==> config.mk <==
export PLATFORM = sky130hd
export DESIGN_NAME = t1_line_alarm_det
export DESIGN_NICKNAME = d
export VERILOG_FILES = /design/src/rtl/t1_det_pkg.sv /design/src/rtl/t1_zero_mon.sv /design/src/rtl/t1_ais_det.sv /design/src/rtl/t1_bpv_mon.sv /design/src/rtl/t1_line_alarm_det.sv
export SDC_FILE = /design/constraint.sdc
export NUM_CORES = 1
export LEC_CHECK = 0
export BUFFER_PORTS_ARGS = -buffer_cell sky130_fd_sc_hd__buf_2
export CAP_MARGIN = 5
export CORE_UTILIZATION = 30
export DETAILED_ROUTE_END_ITERATION = 7
export HOLD_SLACK_MARGIN = 0.08
export PLACE_DENSITY = 0.44
export SLEW_MARGIN = 20
export SYNTH_ARGS = -nofsm -noshare
export SYNTH_HDL_FRONTEND = slang
export SYNTH_SLANG_ARGS = --single-unit
==> constraint.sdc <==
create_clock -name clk_i -period 1.6 [get_ports clk_i]
set_input_delay 0.24 -clock clk_i [delete_from_list [all_inputs] [get_ports clk_i]]
set_output_delay 0.24 -clock clk_i [all_outputs]
set_load 0.005 [all_outputs]
==> src/rtl/t1_det_pkg.sv <==
package t1_det_pkg;
  typedef enum logic [1:0] {
    SYM_ZERO = 2'b00,
    SYM_POS  = 2'b01,
    SYM_NEG  = 2'b10,
    SYM_BOTH = 2'b11
  } sym_t;

  function automatic sym_t sym_of(input logic p, input logic n);
    return sym_t'({n, p});
  endfunction

  function automatic sym_t sym_inv(input sym_t s);
    return sym_t'({s[0], s[1]});
  endfunction

  function automatic logic sym_single(input sym_t s);
    return s[0] ^ s[1];
  endfunction
endpackage

==> src/rtl/t1_zero_mon.sv <==
module t1_zero_mon #(
  parameter int ZS_SHORT     = 8,
  parameter int ZS_LONG      = 16,
  parameter int CL_SET_ZEROS = 192,
  parameter int CL_WIN_BITS  = 112,
  parameter int CL_MIN_ONES  = 14
) (
  input  logic clk_i,
  input  logic rst_ni,
  input  logic mark_i,
  output logic zs_short_o,
  output logic zs_long_o,
  output logic cl_o
);
  localparam int RW = $clog2(CL_SET_ZEROS + 1);
  localparam int WW = $clog2(CL_WIN_BITS);
  localparam int OW = $clog2(CL_WIN_BITS + 1);

  logic [RW-1:0] run_q, run_inc;
  logic [WW-1:0] win_q;
  logic [OW-1:0] ones_q, ones_nx;
  logic zs_short_q, zs_long_q, cl_q;

  // run length saturates at the carrier-loss threshold
  assign run_inc = (run_q == RW'(CL_SET_ZEROS)) ? run_q : run_q + 1'b1;
  assign ones_nx = ones_q + OW'(mark_i);

  always_ff @(posedge clk_i or negedge rst_ni) begin
    if (!rst_ni) begin
      run_q      <= '0;
      zs_short_q <= 1'b0;
      zs_long_q  <= 1'b0;
    end else if (mark_i) begin
      run_q      <= '0;
      zs_short_q <= 1'b0;
      zs_long_q  <= 1'b0;
    end else begin
      run_q <= run_inc;
      if (run_inc >= RW'(ZS_SHORT)) zs_short_q <= 1'b1;
      if (run_inc >= RW'(ZS_LONG))  zs_long_q  <= 1'b1;
    end
  end

  always_ff @(posedge clk_i or negedge rst_ni) begin
    if (!rst_ni) begin
      cl_q   <= 1'b0;
      win_q  <= '0;
      ones_q <= '0;
    end else if (!cl_q) begin
      win_q  <= '0;
      ones_q <= '0;
      if (!mark_i && run_inc == RW'(CL_SET_ZEROS)) cl_q <= 1'b1;
    end else if (win_q == WW'(CL_WIN_BITS - 1)) begin
      win_q  <= '0;
      ones_q <= '0;
      if (ones_nx >= OW'(CL_MIN_ONES)) cl_q <= 1'b0;
    end else begin
      win_q  <= win_q + 1'b1;
      ones_q <= ones_nx;
    end
  end

  assign zs_short_o = zs_short_q;
  assign zs_long_o  = zs_long_q;
  assign cl_o       = cl_q;

  assert_long_implies_short_R2: assert property (@(posedge clk_i) disable iff (!rst_ni)
    zs_long_q |-> zs_short_q);
  assert_mark_clears_runs_R3: assert property (@(posedge clk_i) disable iff (!rst_ni)
    mark_i |=> (!zs_short_q && !zs_long_q));
  assert_cl_needs_long_run_R4: assert property (@(posedge clk_i) disable iff (!rst_ni)
    $rose(cl_q) |-> zs_long_q);
endmodule

==> src/rtl/t1_ais_det.sv <==
module t1_ais_det #(
  parameter int AIS_WIN_BITS  = 4632,
  parameter int AIS_MAX_ZEROS = 5
) (
  input  logic clk_i,
  input  logic rst_ni,
  input  logic mark_i,
  output logic ais_o
);
  localparam int WW = $clog2(AIS_WIN_BITS);
  localparam int ZW = $clog2(AIS_MAX_ZEROS + 2);

  logic [WW-1:0] win_q;
  logic [ZW-1:0] zc_q, zc_nx;
  logic win_last, ais_q;

  assign win_last = (win_q == WW'(AIS_WIN_BITS - 1));
  // count only up to one past the limit
  assign zc_nx = (!mark_i && zc_q != ZW'(AIS_MAX_ZEROS + 1)) ? zc_q + 1'b1 : zc_q;

  always_ff @(posedge clk_i or negedge rst_ni) begin
    if (!rst_ni) begin
      win_q <= '0;
      zc_q  <= '0;
      ais_q <= 1'b0;
    end else if (win_last) begin
      win_q <= '0;
      zc_q  <= '0;
      ais_q <= (zc_nx <= ZW'(AIS_MAX_ZEROS));
    end else begin
      win_q <= win_q + 1'b1;
      zc_q  <= zc_nx;
    end
  end

  assign ais_o = ais_q;

  assert_ais_window_only_R6: assert property (@(posedge clk_i) disable iff (!rst_ni)
    !win_last |=> $stable(ais_q));
endmodule

==> src/rtl/t1_bpv_mon.sv <==
module t1_bpv_mon
  import t1_det_pkg::*;
#(
  parameter int CW_LEN = 8
) (
  input  logic clk_i,
  input  logic rst_ni,
  input  logic pos_i,
  input  logic neg_i,
  input  logic b8zs_en_i,
  output logic bpv_o,
  output logic cw_o
);
  localparam int HD = CW_LEN - 1;    // stored history
  localparam int DD = CW_LEN / 2 + 1; // violation delay line
  localparam int V1 = CW_LEN / 2 - 1; // first violation tap at completion
  localparam int V2 = 0;              // second violation tap

  sym_t sym;
  sym_t hist_q [HD];
  logic [DD-1:0] cand_q, cand_nx;
  logic pol_vld_q, pol_pos_q, cand, cw, cw_q;

  assign sym  = sym_of(pos_i, neg_i);
  assign cand = sym_single(sym) && pol_vld_q && (pos_i == pol_pos_q);

  // hist_q[0] is the previous bit; the pattern is checked on its last bit
  always_comb begin
    cw = sym_single(hist_q[3]) && cand_q[V1];
    for (int i = 4; i < HD; i++) cw = cw && (hist_q[i] == SYM_ZERO);
    cw = cw && (hist_q[2] == sym_inv(hist_q[3])) && (hist_q[1] == SYM_ZERO) &&
         (hist_q[0] == sym_inv(hist_q[3])) && (sym == hist_q[3]);
  end

  always_comb begin
    cand_nx = {cand_q[DD-2:0], cand};
    if (cw && b8zs_en_i) begin
      cand_nx[V1+1] = 1'b0;
      cand_nx[V2+1] = 1'b0;
    end
  end

  always_ff @(posedge clk_i or negedge rst_ni) begin
    if (!rst_ni) begin
      for (int i = 0; i < HD; i++) hist_q[i] <= SYM_ZERO;
      cand_q    <= '0;
      pol_vld_q <= 1'b0;
      pol_pos_q <= 1'b0;
      cw_q      <= 1'b0;
    end else begin
      hist_q[0] <= sym;
      for (int i = 1; i < HD; i++) hist_q[i] <= hist_q[i-1];
      cand_q <= cand_nx;
      cw_q   <= cw;
      if (sym_single(sym)) begin
        pol_vld_q <= 1'b1;
        pol_pos_q <= pos_i;
      end
    end
  end

  assign bpv_o = cand_q[DD-1];
  assign cw_o  = cw_q;

  assert_nrz_no_violation_R10: assert property (@(posedge clk_i) disable iff (!rst_ni)
    (pos_i && neg_i) |=> (!cand_q[0] && $stable(pol_pos_q)));
  assert_cw_strobe_single_R8: assert property (@(posedge clk_i) disable iff (!rst_ni)
    cw_q |=> !cw_q);
endmodule

==> src/rtl/t1_line_alarm_det.sv <==
module t1_line_alarm_det #(
  parameter int ZS_SHORT      = 8,
  parameter int ZS_LONG       = 16,
  parameter int CL_SET_ZEROS  = 192,
  parameter int CL_WIN_BITS   = 112,
  parameter int CL_MIN_ONES   = 14,
  parameter int AIS_WIN_BITS  = 4632,
  parameter int AIS_MAX_ZEROS = 5
) (
  input  logic clk_i,
  input  logic rst_ni,
  input  logic pos_i,
  input  logic neg_i,
  input  logic b8zs_en_i,
  output logic zero8_o,
  output logic zero16_o,
  output logic carrier_loss_o,
  output logic ais_o,
  output logic bpv_o,
  output logic b8zs_cw_o
);
  logic mark;
  assign mark = pos_i | neg_i;

  t1_zero_mon #(
    .ZS_SHORT(ZS_SHORT), .ZS_LONG(ZS_LONG), .CL_SET_ZEROS(CL_SET_ZEROS),
    .CL_WIN_BITS(CL_WIN_BITS), .CL_MIN_ONES(CL_MIN_ONES)
  ) u_zero (
    .clk_i(clk_i), .rst_ni(rst_ni), .mark_i(mark),
    .zs_short_o(zero8_o), .zs_long_o(zero16_o), .cl_o(carrier_loss_o)
  );

  t1_ais_det #(
    .AIS_WIN_BITS(AIS_WIN_BITS), .AIS_MAX_ZEROS(AIS_MAX_ZEROS)
  ) u_ais (
    .clk_i(clk_i), .rst_ni(rst_ni), .mark_i(mark), .ais_o(ais_o)
  );

  t1_bpv_mon #(.CW_LEN(8)) u_bpv (
    .clk_i(clk_i), .rst_ni(rst_ni), .pos_i(pos_i), .neg_i(neg_i),
    .b8zs_en_i(b8zs_en_i), .bpv_o(bpv_o), .cw_o(b8zs_cw_o)
  );

  assert_suppressed_cw_R9: assert property (@(posedge clk_i) disable iff (!rst_ni)
    (b8zs_cw_o && $past(b8zs_en_i)) |-> !bpv_o);
endmodule

Yosys cells after proc, flatten, opt, wreduce, memory -nomap -nowiden
Cells that the tools add are included.
- register bits: 64
- input bits: 5
- equality and inequality tests: 9
- bitwise operators: 3
- reduce and logical (&&, ||, !) cells: 20
- multiplexer cells: 19
- magnitude comparators: 4
- add/sub/neg operators: 5
- operators with widths (cell ; count):
    7-bit 2-to-1 mux ; 4
    8-bit equality test, second input constant ; 2
    8-bit 2-to-1 mux ; 2
    13-bit by 1-bit adder with 13-bit output, second input constant ; 1
    13-bit equality test, second input constant ; 1
    1-bit logical AND ; 13
    13-bit 2-to-1 mux ; 1
    1-bit 2-to-1 mux ; 10
    8-bit by 1-bit adder with 8-bit output, second input constant ; 1
    8-bit by 4-bit greater-or-equal comparator with 1-bit output, second input constant ; 1
    8-bit by 5-bit greater-or-equal comparator with 1-bit output, second input constant ; 1
    2-bit logical NOT ; 4
    7-bit by 1-bit adder with 7-bit output ; 1
    7-bit by 1-bit adder with 7-bit output, second input constant ; 1
    7-bit equality test, second input constant ; 1
    7-bit by 4-bit greater-or-equal comparator with 1-bit output, second input constant ; 1
    2-bit equality test ; 3
    3-bit 2-to-1 mux ; 2
    2-bit nonzero test ; 2
    3-bit by 1-bit adder with 3-bit output, second input constant ; 1
    3-bit <= comparator, second input constant ; 1
    3-bit != test, second input constant ; 1
    1-bit XOR ; 2
    1-bit equality test ; 1
    other kinds (2) ; 2

Logic depth before layout (Yosys ltp)
- depth after elaboration: 11
- mapped depth: 10
- mapped depth without buffers: 10

Cells and area by module
A second synthesis with hierarchy kept.
- cell total of the unflattened synthesis: 236
- area, all modules: 2761.4 um^2
- by module, submodules not included (module ; times used ; cells each ; area each (um^2) ; sequential area each (um^2)):
    t1_zero_mon ; 1 ; 116 ; 1198.6 ; 625.6
    t1_ais_det ; 1 ; 77 ; 867.1 ; 425.4
    t1_bpv_mon ; 1 ; 42 ; 689.4 ; 550.5
    t1_line_alarm_det ; 1 ; 1 ; 6.3 ; 0.0

Least setup slack after synthesis
No wires, ideal clock.
- path type: in2reg
- start point: input pos_i
- end point: register u_zero.cl_q (netlist: u_zero.cl_o)
- slack: -218 ps
- setup time: 65 ps
- cell stages on the path: 10
- data arrival time: 1753 ps
- buffers on the path: 0
- data required time: 1535 ps
- cells stage by stage: inv_1 > ha_1 > inv_1 > ha_1 > ha_1 > nand2_1 > nor2_1 > xor2_1 > a2111oi_0 > a211o_1
- longest elaborated chain between the ends: 6
- elaborated cells between the ends (all ways): 9
- those cells by class: add/sub: 1; order compare: 1; mux: 4; bitwise: 1; reduce/logical: 2
- ends and longest elaborated chain (what ; RTL line ; RTL):
    start: declaration ; t1_line_alarm_det.sv:12 ; input logic pos_i,
    1-bit bitwise OR * ; t1_line_alarm_det.sv:23 ; assign mark = pos_i | neg_i;
    7-bit by 1-bit adder with 7-bit output ; t1_zero_mon.sv:26 ; assign ones_nx = ones_q + OW'(mark_i);
    7-bit by 4-bit greater-or-equal comparator with 1-bit output ; t1_zero_mon.sv:56 ; if (ones_nx >= OW'(CL_MIN_ONES)) cl_q <= 1'b0;
    1-bit 2-to-1 mux ; t1_zero_mon.sv:56 ;
    1-bit 2-to-1 mux ; t1_zero_mon.sv:53 ; end else if (win_q == WW'(CL_WIN_BITS - 1)) begin
    1-bit 2-to-1 mux * ; t1_zero_mon.sv:49 ; end else if (!cl_q) begin
    end signal: assignment ; t1_zero_mon.sv:46 ; cl_q <= 1'b0;
    end signal: assignment ; t1_zero_mon.sv:52 ; if (!mark_i && run_inc == RW'(CL_SET_ZEROS)) cl_q <= 1'b1;
    end signal: assignment ; t1_zero_mon.sv:56 ;
    end: declaration ; t1_zero_mon.sv:22 ; logic zs_short_q, zs_long_q, cl_q;
Every way passes the cells marked *; elsewhere a longest branch is shown, timed or not.
A chain may end at the register's enable or synchronous reset.

Worst setup path after layout
- start point: register u_zero.ones_q[0]
- end point: register u_zero.cl_q (netlist: u_zero.cl_o)
- longest elaborated chain between the ends: 5
- ends and longest elaborated chain (what ; RTL line ; RTL):
    start: declaration ; t1_zero_mon.sv:21 ; logic [OW-1:0] ones_q, ones_nx;
    start signal: assignment ; t1_zero_mon.sv:59 ; ones_q <= ones_nx;
    7-bit by 1-bit adder with 7-bit output ; t1_zero_mon.sv:26 ;
    7-bit by 4-bit greater-or-equal comparator with 1-bit output ; t1_zero_mon.sv:56 ;
    1-bit 2-to-1 mux ; t1_zero_mon.sv:56 ;
    1-bit 2-to-1 mux ; t1_zero_mon.sv:53 ;
    1-bit 2-to-1 mux ; t1_zero_mon.sv:49 ;
Every way passes these cells.

==> impl_metrics.py <==
metrics = {
    "status": {
        "outcome": "finished, violations left",
        "violations": "DRC, setup timing",
    },
    "setup_path": {
        "delay_heaviest_family_cp": "compound AO/OA/AOI/OAI gates",
        "timing_worst_setup_path_type": "register to register",
        "critical_path.max_stage_delay_ns": 0.40,
        "crit_top_cell": "ha_4",
        "cpMaxStageDelayCell": "dfrtp_1",
        "crit_arrival_ns": 1.91,
        "crit_chain": "ha_4, ha_4, nand3_2, xor2_1, nand2_1, a2111oi_4, a211o_1",
        "setup.worst_path.start_class": "register",
        "critical_path_peak_fanout": 4,
        "worstSetupEndpointType": "register",
        "required_ns": 1.87,
        "timing.critical_path.buf_inv": 0,
    },
    "yosys": {
        "synthesized_netlist_net_count": 256,
        "synth.yosys.seq_area_share_pct": 58.37,
        "synth_cell_types": 41,
        "synthesis.yosys.warnings": 0,
        "ys_ff_latch": 64,
        "post_synth_top_area_share_pct": 58.37,
        "synth_area_sq_um": 2744,
        "synth_top_cells_by_area": "dfrtp_1 (58%), xnor2_1 (4.8%), xor2_1 (4.5%)",
        "synthCells": 242,
        "yosys.area.top_type": "dfrtp_1",
        "syn-mean-instance-area_sq_um": 11.34,
    },
    "global_routing": {
        "grt_antenna_before_repair": 0,
        "globalRouteMet3Util_pct": 2.878,
        "met1_track_utilization_from_global_routing_pct": 16.67,
        "gr-usage-all-layers_pct": 11.66,
        "grt_start_max_net_pins": 23,
        "busiest_layer": "met2",
        "groute.layer.met2.usage_pct": 16.69,
        "grt_first_pass_wirelength_um": 8811,
        "global_route.overflow_total": 0,
        "grt_pass1_vias": 1871,
    },
    "cells_and_area": {
        "filler_cell_count": 848,
        "syn2layout_area_growth_pct": 31.01,
        "instances_no_fill": 413,
        "layout.cells.most_common_list": "dfrtp_1 (64), buf_4 (35), nor2_1 (27)",
        "final_area_sq_um": 3595,
        "layout.cells.most_common": "dfrtp_1",
        "drive_gt1_share_pct": 31.80,
        "nets": 314,
        "n_antenna_cell": 0,
    },
    "floorplan": {
        "placeableCoreArea_sq_um": 8806,
        "dieHeight_um": 97.64,
        "cell_row_count": 34,
        "die_wd_um": 97.64,
        "initial_core_util_pct": 31.16,
        "num_io_pins": 11,
        "die_area_sq_um": 9533,
    },
    "hold_path": {
        "worst_hold_path_type": "primary input to register",
    },
    "route": {
        "drt_drc_violations_left": 2,
        "firstDrtPassIters": 6,
        "avgViaCountPerCell": 4.441,
        "final_antenna_net_count": 0,
        "initialDrtViolationCount": 50,
        "drt_wl_total_um": 5078,
        "dr_total_vias": 1834,
        "average_routed_wire_per_standard_cell_um": 12.30,
    },
    "timing": {
        "layout_min_cycle_time_ns": 1.645,
        "setup_viol": 1,
        "postLayoutSetupSlackWorst_ns": -0.04466,
        "tightestPinTransition_ns": 0.3761,
        "finalMaxSlewViolations": 0,
        "unrepaired_setup_endpoints_after_global_routing": "yes",
        "hold_viol_final": 0,
        "finClkSkew_ns": 0.01045,
        "timing.max_slew.rel_slack_pct": 74.93,
        "maximum_operating_frequency_ghz": 0.6080,
        "post-route-period-util_pct": 102.8,
    },
    "placed_design": {
        "replace_congestion": 0.7161,
        "placed_cells": 393,
        "detailed_place_hpwl_um": 3553,
        "port_buffers": 10,
        "dpl_cell_area_sq_um": 3258,
    },
    "power": {
        "p_int_w": 0.002521,
        "power_frac_seq_pct": 52.2,
        "comb_power_share_pct": 7.6,
        "p_leak_nw": 1.635,
        "power_per_cell_area_nw_per_um2": 932.1,
        "vdd.ir_drop.worst_mv": 0.6527,
        "p_sw_w": 0.0008301,
        "clock_power_share_pct": 40.2,
        "switching_portion_of_total_power_pct": 24.77,
    },
    "clock_tree": {
        "cts_tree": "yes",
        "cts_max_path_buffers": 2,
        "post_cts_clock_slew_at_the_launch_and_capture_registers_of_the_worst_setup_and_hold_paths_ns": 0.08,
        "insertion_delay_ns": 0.33,
        "tritoncts.num_buffers": 9,
        "maximum_level_of_the_cts_h_tree": 3,
        "tritoncts_num_sinks": 64,
        "clockRootBuffer": "clkbuf_8",
    },
    "run": {
        "timing.max_cap.violations": 0,
    },
}
[through the flow]
stage / power, W / hold WS [ns] / worst slack, ns / utilization [%] / setup TNS (ns)
2_1_floorplan: 0.001916 / -0.05559 / -0.03207 / - / -0.03207
3_3_place_gp: 0.002027 / 0.1691 / -0.1783 / 37.00 / -0.1881
3_5_place_dp: 0.002029 / 0.1739 / -0.2247 / 37.00 / -0.2324
4_1_cts: 0.003416 / 0.1283 / -0.09868 / 39.97 / -0.1126
5_1_grt: 0.003551 / 0.1258 / -0.1389 / 40.82 / -0.3179
6_report: 0.003351 / 0.1442 / -0.04466 / 40.82 / -0.04466
[layer usage]
metal / up-vias / wire, um
li1: 937 / -
met1: 879 / 2576
met2: 13 / 2331
met4: 0 / 46
met3: 5 / 123
met5: - / 0
[cell families after synthesis]
| group | Yosys count | synth area share (%) |
|---|---|---|
| DFF | 64 | 58.37 |
| xor gates and xnor gates | 29 | 9.257 |
| AOI/OAI and AO/OA | 16 | 3.876 |
| adders and majority gates | 9 | 4.104 |
| and+or+nand+nor | 107 | 20.61 |
| muxes | 5 | 1.915 |
| buffers and inverters | 12 | 1.869 |
[cells in the mapped netlist (all sizes together)]
cell type / instances
or4: 1
xor2: 14
a211oi: 1
and4bb: 1
dfrtp: 64
mux2: 2
nor3: 7
or4b: 1
nor4: 2
clkbuf: 1
or3: 1
mux2i: 3
nand4: 4
ha: 9
a211o: 1
a21bo: 1
nand2b: 7
inv: 9
nor2: 30
a2111oi: 1
o31a: 2
and2: 9
and3: 6
or2: 1
and4: 1
a21oi: 5
nand2: 11
nor2b: 4
xnor2: 15
buf: 2
nor3b: 2
o21ai: 2
nand3b: 1
nand3: 18
a31oi: 2
o22ai: 1
[what timing repair did]
| action | CTS | global route |
|---|---|---|
| hold buffers | 1 | 0 |
| pin swaps | 3 | 8 |
| setup buffers | 2 | 1 |
| hold endpoints to repair | 10 | 0 |
| endpoints found under the setup margin | 3 | 16 |
| gates resized for setup | 7 | 16 |
[power by group through the flow]
stage | Clock [W] | Combinational [W] | Sequential (W)
finish | 0.00135 | 0.000256 | 0.00175
global route | 0.00149 | 0.000302 | 0.00176
CTS | 0.00141 | 0.000261 | 0.00175
detailed placement | 0 | 0.000249 | 0.00178
global placement | 0 | 0.000250 | 0.00178
floorplan | 0 | 0.000148 | 0.00177
[sequential cells by signal (all words and copies together) (netlist names)]
| signal | cells |
|---|---|
| u_bpv.hist_q | 14 |
| u_zero.ones_q | 7 |
| u_zero.zs_short_o | 1 |
| u_zero.win_q | 7 |
| u_zero.zs_long_o | 1 |
| u_ais.ais_o | 1 |
| u_ais.zc_q | 3 |
| u_bpv.cand_q | 5 |
| u_bpv.cw_o | 1 |
| u_bpv.pol_pos_q | 1 |
| u_zero.run_q | 8 |
| u_ais.win_q | 13 |
| u_zero.cl_o | 1 |
| u_bpv.pol_vld_q | 1 |
[worst paths after layout]
check,start,end,slack [ns],depth (start not counted)
worst max-delay path,u_zero.ones_q[0],u_zero.cl_o,-0.04,7
worst min register to register,u_bpv.cand_q[1],u_bpv.cand_q[2],0.35,0
min in group asynchronous,rst_ni,u_zero.run_q[5],0.35,2
worst min-delay path,neg_i,u_bpv.hist_q[13],0.14,2
worst max register to register,u_zero.ones_q[0],u_zero.cl_o,-0.04,7
max in group asynchronous,rst_ni,u_bpv.hist_q[9],0.77,3
[cell type report]
type                    count  area [sq um]  share of cell area, %
clock buffers              12         165.2                  4.594
repair buffers             50         385.4                  10.72
multi-input cells         166          1237                  34.42
well taps                 108         135.1                  3.759
clock inverters             4         33.78                 0.9398
flip-flops and latches     64          1602                  44.55
inverters                   9         36.28                  1.009
Power figures use the tool's default switching activity.
